**src/rtl/tick_timer_pkg.sv**
```systemverilog
// Package: shared control-bit positions and register indices for the timer set.
// Assumes word addressing with a 2-bit block field and a 2-bit register field.
package tick_timer_pkg;
    localparam int CTL_EN_BIT    = 7;
    localparam int CTL_FAST_BIT  = 6;
    localparam int CTL_PER_BIT   = 3;
    localparam int STAMP_EN_BIT  = 8;
    localparam int REG_IDX_W     = 2;
    localparam int BLK_IDX_W     = 2;

    typedef enum logic [REG_IDX_W-1:0] {
        TR_LOAD  = 2'd0,
        TR_VALUE = 2'd1,
        TR_CTRL  = 2'd2,
        TR_CLEAR = 2'd3
    } timer_reg_e;

    typedef enum logic [REG_IDX_W-1:0] {
        SR_LOW  = 2'd0,
        SR_HIGH = 2'd1
    } stamp_reg_e;
endpackage

```
**src/rtl/countdown_timer.sv**
```systemverilog
// Module: one reloading countdown timer of parameter width W.
// Assumes the ticks are one-cycle strobes in the clk domain and that at most
// one register write arrives per cycle. The enable edge takes priority over a
// tick in the same cycle. An underflow takes priority over a clear.
module countdown_timer #(
    parameter int W = 16
) (
    input  logic         clk,
    input  logic         rst_n,
    input  logic         fast_tick,
    input  logic         slow_tick,
    input  logic         load_we,
    input  logic         ctrl_we,
    input  logic         clr_we,
    input  logic [W-1:0] load_d,
    input  logic         en_d,
    input  logic         fast_d,
    input  logic         per_d,
    output logic [W-1:0] load_q,
    output logic [W-1:0] cnt_q,
    output logic         en_q,
    output logic         fast_q,
    output logic         per_q,
    output logic         irq
);
    localparam logic [W-1:0] ALL_ONES = {W{1'b1}};

    logic tick_sel;
    logic step;
    logic at_zero;
    logic start;

    // Pick the strobe named by the control word.
    always_comb begin
        tick_sel = fast_q ? fast_tick : slow_tick;
        step     = en_q && tick_sel;
        at_zero  = (cnt_q == '0);
        start    = ctrl_we && en_d && !en_q;
    end

    // Load and control registers.
    always_ff @(posedge clk) begin
        if (!rst_n) begin
            load_q <= '0;
            en_q   <= 1'b0;
            fast_q <= 1'b0;
            per_q  <= 1'b0;
        end else begin
            if (load_we) load_q <= load_d;
            if (ctrl_we) begin
                en_q   <= en_d;
                fast_q <= fast_d;
                per_q  <= per_d;
            end
        end
    end

    // Counter: copy the load value on enable, otherwise step, reload or wrap.
    always_ff @(posedge clk) begin
        if (!rst_n) begin
            cnt_q <= '0;
        end else if (start) begin
            cnt_q <= load_q;
        end else if (step) begin
            if (at_zero) cnt_q <= per_q ? load_q : ALL_ONES;
            else         cnt_q <= cnt_q - 1'b1;
        end
    end

    // Sticky interrupt: set by underflow, dropped by a clear write.
    always_ff @(posedge clk) begin
        if (!rst_n)                          irq <= 1'b0;
        else if (step && at_zero && !start)  irq <= 1'b1;
        else if (clr_we)                     irq <= 1'b0;
    end

    assert_load_on_start_R2: assert property (@(posedge clk) disable iff (!rst_n)
        (ctrl_we && en_d && !en_q) |=> (cnt_q == $past(load_q)));
    assert_hold_disabled_R2: assert property (@(posedge clk) disable iff (!rst_n)
        (!en_q && !ctrl_we) |=> $stable(cnt_q));
    assert_wrap_free_R5: assert property (@(posedge clk) disable iff (!rst_n)
        (en_q && tick_sel && !per_q && cnt_q == '0 && !ctrl_we) |=> (cnt_q == ALL_ONES));
    assert_irq_sticky_R6: assert property (@(posedge clk) disable iff (!rst_n)
        (irq && !clr_we) |=> irq);
    assert_irq_cause_R6: assert property (@(posedge clk) disable iff (!rst_n)
        $rose(irq) |-> ($past(cnt_q) == '0));
    assert_set_wins_R7: assert property (@(posedge clk) disable iff (!rst_n)
        (en_q && tick_sel && cnt_q == '0 && !ctrl_we) |=> irq);
endmodule

```
**src/rtl/stamp_counter.sv**
```systemverilog
// Module: free-running up-counter for timestamps, width CW, with an enable bit.
// Assumes one-cycle strobes. A write to the enable register in a cycle wins
// over a tick in the same cycle. Enabling from disabled restarts at zero.
module stamp_counter #(
    parameter int CW = 40
) (
    input  logic          clk,
    input  logic          rst_n,
    input  logic          stamp_tick,
    input  logic          en_we,
    input  logic          en_d,
    output logic          en_q,
    output logic [CW-1:0] cnt_q
);
    // Enable register and counter.
    always_ff @(posedge clk) begin
        if (!rst_n) begin
            en_q  <= 1'b0;
            cnt_q <= '0;
        end else if (en_we) begin
            en_q <= en_d;
            if (en_d && !en_q) cnt_q <= '0;
        end else if (en_q && stamp_tick) begin
            cnt_q <= cnt_q + 1'b1;
        end
    end

    assert_hold_off_R10: assert property (@(posedge clk) disable iff (!rst_n)
        (!en_q && !en_we) |=> $stable(cnt_q));
    assert_restart_R10: assert property (@(posedge clk) disable iff (!rst_n)
        (en_we && en_d && !en_q) |=> (cnt_q == '0));
    assert_step_one_R10: assert property (@(posedge clk) disable iff (!rst_n)
        (en_q && stamp_tick && !en_we) |=> (cnt_q == $past(cnt_q) + 1'b1));
endmodule

```
**src/rtl/tick_timer_set.sv**
```systemverilog
// Module: top of the timer set. Three countdown timers (two narrow, one wide)
// and a timestamp counter, with register decode and a read mux.
// Assumes word addressing: block in bus_addr[3:2], register in bus_addr[1:0].
module tick_timer_set
    import tick_timer_pkg::*;
#(
    parameter int NARROW_W = 16,
    parameter int WIDE_W   = 32,
    parameter int STAMP_W  = 40,
    parameter int N_TMR    = 3
) (
    input  logic             clk,
    input  logic             rst_n,
    input  logic             fast_tick,
    input  logic             slow_tick,
    input  logic             stamp_tick,
    input  logic             bus_we,
    input  logic [3:0]       bus_addr,
    input  logic [31:0]      bus_wdata,
    output logic [31:0]      bus_rdata,
    output logic [N_TMR-1:0] tmr_irq
);
    localparam int HI_W = STAMP_W - 32;

    logic [BLK_IDX_W-1:0] blk;
    logic [REG_IDX_W-1:0] rsel;
    logic [31:0]          t_load [N_TMR];
    logic [31:0]          t_cnt  [N_TMR];
    logic [31:0]          t_ctrl [N_TMR];
    logic                 s_en;
    logic [STAMP_W-1:0]   s_cnt;
    logic                 s_we;

    // Split the word address into block and register fields.
    always_comb begin
        blk  = bus_addr[3:2];
        rsel = bus_addr[1:0];
        s_we = bus_we && (blk == BLK_IDX_W'(N_TMR)) && (rsel == SR_HIGH);
    end

    for (genvar i = 0; i < N_TMR; i++) begin : g_tmr
        localparam int TW = (i == N_TMR - 1) ? WIDE_W : NARROW_W;
        logic [TW-1:0] load_q;
        logic [TW-1:0] cnt_q;
        logic          en_q, fast_q, per_q;
        logic          hit;

        // Decode this timer's block.
        always_comb hit = bus_we && (blk == BLK_IDX_W'(i));

        countdown_timer #(.W(TW)) u_tmr (
            .clk       (clk),
            .rst_n     (rst_n),
            .fast_tick (fast_tick),
            .slow_tick (slow_tick),
            .load_we   (hit && rsel == TR_LOAD),
            .ctrl_we   (hit && rsel == TR_CTRL),
            .clr_we    (hit && rsel == TR_CLEAR),
            .load_d    (bus_wdata[TW-1:0]),
            .en_d      (bus_wdata[CTL_EN_BIT]),
            .fast_d    (bus_wdata[CTL_FAST_BIT]),
            .per_d     (bus_wdata[CTL_PER_BIT]),
            .load_q    (load_q),
            .cnt_q     (cnt_q),
            .en_q      (en_q),
            .fast_q    (fast_q),
            .per_q     (per_q),
            .irq       (tmr_irq[i])
        );

        // Zero-extend this timer's registers for the read mux.
        always_comb begin
            t_load[i]               = 32'(load_q);
            t_cnt[i]                = 32'(cnt_q);
            t_ctrl[i]               = '0;
            t_ctrl[i][CTL_EN_BIT]   = en_q;
            t_ctrl[i][CTL_FAST_BIT] = fast_q;
            t_ctrl[i][CTL_PER_BIT]  = per_q;
        end
    end

    stamp_counter #(.CW(STAMP_W)) u_stamp (
        .clk        (clk),
        .rst_n      (rst_n),
        .stamp_tick (stamp_tick),
        .en_we      (s_we),
        .en_d       (bus_wdata[STAMP_EN_BIT]),
        .en_q       (s_en),
        .cnt_q      (s_cnt)
    );

    // Read mux over all blocks.
    always_comb begin
        bus_rdata = '0;
        if (blk < BLK_IDX_W'(N_TMR)) begin
            case (rsel)
                TR_LOAD:  bus_rdata = t_load[blk];
                TR_VALUE: bus_rdata = t_cnt[blk];
                TR_CTRL:  bus_rdata = t_ctrl[blk];
                default:  bus_rdata = '0;
            endcase
        end else begin
            case (rsel)
                SR_LOW:  bus_rdata = s_cnt[31:0];
                SR_HIGH: begin
                    bus_rdata[HI_W-1:0]   = s_cnt[STAMP_W-1:32];
                    bus_rdata[STAMP_EN_BIT] = s_en;
                end
                default: bus_rdata = '0;
            endcase
        end
    end

    assert_stamp_no_irq_R10: assert property (@(posedge clk) disable iff (!rst_n)
        (bus_we == 1'b0 && fast_tick == 1'b0 && slow_tick == 1'b0) |=> $stable(tmr_irq));
    assert_irq_idle_reset_R1: assert property (@(posedge clk)
        !rst_n |=> (tmr_irq == '0));
endmodule

```
**config.mk**
```make
export PLATFORM = sky130hd
export DESIGN_NAME = tick_timer_set
export DESIGN_NICKNAME = d
export VERILOG_FILES = /design/src/rtl/tick_timer_pkg.sv /design/src/rtl/countdown_timer.sv /design/src/rtl/stamp_counter.sv /design/src/rtl/tick_timer_set.sv
export SDC_FILE = /design/constraint.sdc
export NUM_CORES = 1
export LEC_CHECK = 0
export ABC_CLOCK_PERIOD_IN_PS = 3300
export CAP_MARGIN = 25
export CORE_AREA = 2 2 153 155
export DETAILED_ROUTE_END_ITERATION = 8
export DIE_AREA = 0 0 155 157
export RECOVER_POWER = 25
export SYNTH_ARGS = -nofsm -noshare
export SYNTH_HDL_FRONTEND = slang
export SYNTH_SLANG_ARGS = --single-unit
```
**constraint.sdc**
```tcl
create_clock -name clk -period 3.3 [get_ports clk]
set_input_delay 0.66 -clock clk [delete_from_list [all_inputs] [get_ports clk]]
set_output_delay 0.66 -clock clk [all_outputs]
set_load 0.1 [all_outputs]
```
# Yosys cells after proc, flatten, opt, wreduce, memory -nomap -nowiden
# Cells that the tools add are included.
totals:
  regBits: 181
  latch_bits: 0
  mem_bits_rw: 0
  rom_bits: 0
  word_cells: 122
  mem_count: 0
classes:
  add_sub_neg: 4
  multipliers: 0
  n_div: 0
  magnitude_cmp: 2
  n_eq_ne: 7
  n_shift: 0
  muxes: 37
  n_bitwise: 1
  n_reduce_logical: 51
ops:
  columns: ["operator", "count"]
  rows:
  - ["2-to-1 mux 32 bit", 11]
  - ["binary-select mux 32 bit (select 2 bit)", 3]
  - ["2-to-1 mux 16 bit", 8]
  - ["2-to-1 mux 40 bit", 3]
  - ["case mux 32 bit (3 select lines)", 1]
  - ["adder 40 x 1 -> 40 bit, second input constant", 1]
  - ["logical NOT 16 bit", 2]
  - ["logical NOT 32 bit", 1]
  - ["subtractor 16 x 1 -> 16 bit, second input constant", 2]
  - ["subtractor 32 x 1 -> 32 bit, second input constant", 1]
  - ["logical AND 1 bit", 31]
  - ["2-to-1 mux 23 bit", 1]
  - ["case mux 9 bit (2 select lines)", 1]
  - ["nonzero test 2 bit", 7]
  - ["2-to-1 mux 1 bit", 9]
  - ["equality test 2 bit, second input constant", 4]
  - ["logical NOT 1 bit", 7]
  - ["equality test 2 x 1 -> 1 bit, second input constant", 2]
  - ["logical NOT 2 bit", 2]
  - [">= comparator 3 bit, second input constant", 1]
  - ["inverter 2 -> 3 bit", 1]
  - ["less-than comparator 2 bit, second input constant", 1]
  - ["!= test 2 x 1 -> 1 bit, second input constant", 1]
  - ["AND reduction 2 bit", 1]

# Depth between registers and ports, before layout
depth:
  ltp_word: 8
  ltp_mapped: 9
  mapped_depth_nobuf: 8

# Hierarchy
# A second synthesis with hierarchy kept.
unflattened:
  cells_unflattened: 1233
  area_unflattened_um2: 10636.5
by_module_without_submodules:
  columns: ["mod", "instances", "cells_each", "area_per_inst_um2", "seq_area_each_um2"]
  rows:
  - ["countdown_timer (g_tmr[0].u_tmr ...)", 2, 192, 1765.4, 720.7]
  - ["countdown_timer (g_tmr[2].u_tmr)", 1, 392, 3455.8, 1361.3]
  - ["stamp_counter", 1, 231, 2005.7, 820.8]
  - ["tick_timer_set", 1, 226, 1644.1, 0.0]

# Least setup slack after synthesis
# OpenSTA, ideal clock, no wires.
synth_path:
  kind: "input to output"
  start: "input bus_addr[2]"
  end: "output bus_rdata[7]"
  arrival_time_ns: 4.169
  path_slack_ns: -1.529
  cell_stages: 7
  path_buffers: 3
  cell_sequence: "clkbuf_1 -> clkbuf_1 -> clkbuf_1 -> mux2i_1 -> o211ai_1 -> o21ai_0 -> o21ai_0"
synth_via:
  elab_chain_cells: 6
  word_cells_on_any_way: 13
  cone_classes: "1 x order compare; 11 x mux; 1 x bitwise"
synth_lines:
  columns: ["element", "line", "rtl"]
  rows:
  - ["start: declaration", "tick_timer_set.sv:18", "input logic [3:0] bus_addr,"]
  - ["inverter 2 -> 3 bit (implied by the code)", "tick_timer_set.sv:97, tick_timer_set.sv:98, tick_timer_set.sv:99", null]
  - ["binary-select mux 32 bit (select 2 bit), on equally long branches", "tick_timer_set.sv:99, tick_timer_set.sv:97, tick_timer_set.sv:98", null]
  - ["2-to-1 mux 32 bit, on equally long branches (2 in a row)", "tick_timer_set.sv:99, tick_timer_set.sv:97, tick_timer_set.sv:98", null]
  - ["case mux 32 bit (3 select lines)", "tick_timer_set.sv:96", "case (rsel)"]
  - ["2-to-1 mux 32 bit *", "tick_timer_set.sv:95", "if (blk < BLK_IDX_W'(N_TMR)) begin"]
  - ["end: declaration", "tick_timer_set.sv:20", "output logic [31:0] bus_rdata,"]
# Mark *: on every way between the ends. The rest lies on a longest branch, timed or not. The select of a mux whose other input is x is not followed.

# Final worst setup path
layout_path:
  start: "input bus_addr[0]"
  end: "output bus_rdata[6]"
layout_via:
  elab_chain_cells: 3
  word_cells_on_any_way: 6
  cone_classes: "2 x eq/ne; 3 x mux; 1 x reduce/logical"
layout_lines:
  columns: ["element", "line"]
  rows:
  - ["equality test 2 bit, or another cell as far along", "tick_timer_set.sv:96"]
  - ["case mux 32 bit (3 select lines) / case mux 9 bit (2 select lines) (equally long branches)", "tick_timer_set.sv:96, tick_timer_set.sv:103"]
  - ["2-to-1 mux 32 bit *", "tick_timer_set.sv:95"]
# Mark *: on every way between the ends. The rest lies on a longest branch, timed or not.

==> flow_summary.toml <==
[yosys]
async_flop_share = 0
synth_area_leaders = "dfxtp_1 36%, nand2_1 9.7%, a21oi_1 6.7%, o21ai_0 5.1%, mux2i_1 5.0%"
yosysMostFrequentCell = "nand2_1"
synth.avg_cell_area_um2 = 7.48
synth-seq-cells = 181
yosysTopAreaCell = "dfxtp_1"
syn-num-nets = 1392
synthesis.area_um2 = 10000
synthCells = 1343
synth-seq-area-share = 0.361
ys.flop_type = "dfxtp_1"
synth_cell_types = 70
synth_common_cells = "259 x nand2_1, 181 x dfxtp_1, 135 x a21oi_1"
synth_top_area_frac = 0.361
yosysWarnings = 0
synth-edff-count = 0

[die]
io_pins = 77
coreArea_um2 = 22500
rows = 55
die_area_um2 = 24300
die_h_um = 157
die_x_um = 155
start_util = 0.446

[detailed_routing]
first_pass_iters = 6
drtIter0Drc = 875
wl_per_cell_um = 21.2
totalWireLength_mm = 36.4
ant_nets = 0
via_per_inst = 6.09
drc = 0
vias = 10400

[critical_path]
arrival_ps = 2540
slowest_stage = "dlygate4sd3_1"
max_stage_delay_ps = 650
worstPathRequired_ps = 2640
crit_chain = "dlygate4sd3_1, nor2_1, and3_2, a22o_1, a21oi_1, o21ai_4, buf_12"
path_buf_inv = 2
start_kind = "input pin"
path_class = "in2out"
path_delay_family = "buffers and inverters"
worst_setup_path_end_kind = "primary output"
critPathMaxFanout = 11

[timing]
fin_hold_ws_ps = 475
max_freq_mhz = 313
rsz0062_at_grt = "false"
fin_crit_sh = 0.969
setup_viol = 0
maxSlewHeadroom = 0.171
min_period_ps = 3200
worst_pin_slew_ps = 1250
fin_worst_skew_ps = 13.9
finalHoldViolCount = 0
finalMaxSlewViolations = 0

[placed_design]
dp.cells = 1683
finalWeightedCongestion = 0.958
post-dp-hpwl_mm = 27.0
port_buffers = 76

[finish]
nets = 1466
drive_gt1_frac = 0.129
area_delta_synth_final_pct = 22.8
layout.cells.non_filler = 1715
diodes = 0
fillerInstances = 2176

[grt]
globalRouteMet3Util = 0.0509
grt-busiest-layer = "met2"
gr-usage-all-layers = 0.301
grt_start_max_net_pins = 43
grt_overflow = 0
grt_antenna_before_repair = 0
grt.met2_usage = 0.503
grt_pass1_wl_mm = 56.3
grt_pass1_vias = 9604
grtUsageMet1 = 0.386

[power_and_ir_drop]
ir_drop_mv = 0.359
cellLeakagePower_nw = 4.34
switchingPower_mw = 1.50
p_per_area_nw_per_um2 = 407
switching_share = 0.299
combPwrFrac = 0.165
internal_power_mw = 3.52
pwr-share-seq = 0.448
p_clk_frac = 0.387

[cts]
cts.sinks = 181
cts_tree = "built"
clk_pin_slew_worst_paths_ps = 70
cts_hold_buf = 0
numCtsBuffers = 17
cts_root_buf = "clkbuf_16"
h-tree-depth = 4
max-clock-path-buffers = 2
clock_latency_ps = 450

[status]
status = "completed"

[job]
drv_cap = 0

[hold_path]
worstHoldPathType = "reg2reg"
## power by group through the flow
stage / clock (mW) / combinational, mW / sequential (mW)
after detailed placement: 0 / 0.821 / 2.30
after floorplan: 0 / 0.541 / 2.28
after global routing: 2.06 / 0.901 / 2.26
after global placement: 0 / 0.820 / 2.30
final: 1.94 / 0.829 / 2.25
after CTS: 1.97 / 0.825 / 2.25
## through the flow
| stage | setup TNS [ps] | util | total power, mW | cell area, um2 | setup slack, ps |
|---|---|---|---|---|---|
| 6_report | 0 | 0.548 | 5.02 | 12300 | 102 |
| 5_1_grt | 0 | 0.548 | 5.21 | 12300 | 55.7 |
| 4_1_cts | 0 | 0.551 | 5.04 | 12400 | 66.6 |
| 3_5_place_dp | 0 | 0.526 | 3.12 | 11800 | 59.6 |
| 3_3_place_gp | 0 | 0.526 | 3.12 | 11800 | 107 |
| 2_1_floorplan | -44.6 | - | 2.83 | 10200 | -44.6 |
## layout by cell type, fill, tap and decap left out, types with 6 or more instances in the layout
master / synthesis / final
nand4_1: 19 / 19
o211ai_1: 6 / 6
xnor2_1: 23 / 23
nor2b_1: 8 / 7
nor2_1: 99 / 99
buf_12: 0 / 37
a31oi_1: 11 / 10
or3_1: 9 / 9
and2_1: 6 / 6
nor3_1: 34 / 34
o221ai_1: 23 / 23
a222oi_1: 6 / 6
clkbuf_16: 0 / 17
a21oi_1: 135 / 135
mux2i_1: 50 / 50
and3_1: 11 / 10
o21ai_0: 103 / 84
clkbuf_1: 81 / 12
clkdlybuf4s50_1: 0 / 37
inv_1: 28 / 27
nor4_1: 27 / 27
dfxtp_1: 181 / 181
nand2_2: 0 / 12
nand2b_1: 8 / 7
buf_4: 4 / 57
nand2_1: 259 / 247
xor2_1: 21 / 21
ha_1: 7 / 7
o21a_1: 9 / 9
o21ai_2: 2 / 18
o31ai_1: 9 / 9
a22oi_1: 18 / 18
nand3_1: 40 / 40
o22ai_1: 15 / 15
## per-layer routing
metal | wire (um) | up-vias | part of all wire
met4 | 1480 | 0 | 0.041
met2 | 17100 | 360 | 0.47
met5 | 0 | - | 0
met3 | 2140 | 86 | 0.059
met1 | 15700 | 4983 | 0.43
li1 | - | 5009 | -
## layout make-up
| class | instances | area (um2) | share of cell area |
|---|---|---|---|
| multi-input cells | 1043 | 6080 | 0.493 |
| clock inverters | 11 | 93.8 | 0.00761 |
| repair buffers | 146 | 1620 | 0.131 |
| clock buffers | 21 | 450 | 0.0365 |
| flip-flops and latches | 181 | 3620 | 0.294 |
| inverters | 28 | 106 | 0.00862 |
| well taps | 285 | 357 | 0.0289 |
## logic make-up (layout without fill, tap and decap cells)
| kind of cell | count (synthesis) | after routing | share of synthesized area |
|---|---|---|---|
| and+or+nand+nor | 555 | 555 | 0.256 |
| xor gates and xnor gates | 44 | 44 | 0.0384 |
| buffers and inverters | 119 | 206 | 0.0470 |
| muxes | 52 | 52 | 0.0521 |
| adders and majority gates | 7 | 7 | 0.00872 |
| AOI/OAI and AO/OA | 385 | 385 | 0.237 |
| DFF | 181 | 181 | 0.361 |
## sequential cells by signal, summed over array words and instances (netlist names)
register            flops
u_stamp.cnt_q          40
g_tmr.u_tmr.irq         3
g_tmr.u_tmr.fast_q      3
g_tmr.u_tmr.load_q     64
u_stamp.en_q            1
g_tmr.u_tmr.en_q        3
g_tmr.u_tmr.per_q       3
g_tmr.u_tmr.cnt_q      64
## tightest hold or removal path, delay by kind of cell, from the launching register on
family          cells  cell delay [ps]
compound gates      1               50
flops               1              320
simple gates        1               50
## timing repair
| item | CTS | global route |
|---|---|---|
| setup endpoints to repair | 0 | 15 |
| endpoints found under the hold margin | 0 | 0 |
| buffers inserted | 0 | 0 |
| resized for setup | 0 | 3 |
## path summary, 6_finish.rpt
kind / from / to / slack [ps] / cells after the start
max: bus_addr[0] / bus_rdata[6] / 100 / 7
min: g_tmr[0].u_tmr.load_q[3] / g_tmr[0].u_tmr.load_q[3] / 470 / 2
max reg2reg: g_tmr[2].u_tmr.cnt_q[22] / g_tmr[2].u_tmr.cnt_q[6] / 520 / 7
min reg2reg: g_tmr[0].u_tmr.load_q[3] / g_tmr[0].u_tmr.load_q[3] / 470 / 2
(Power assumes the default switching activity.)
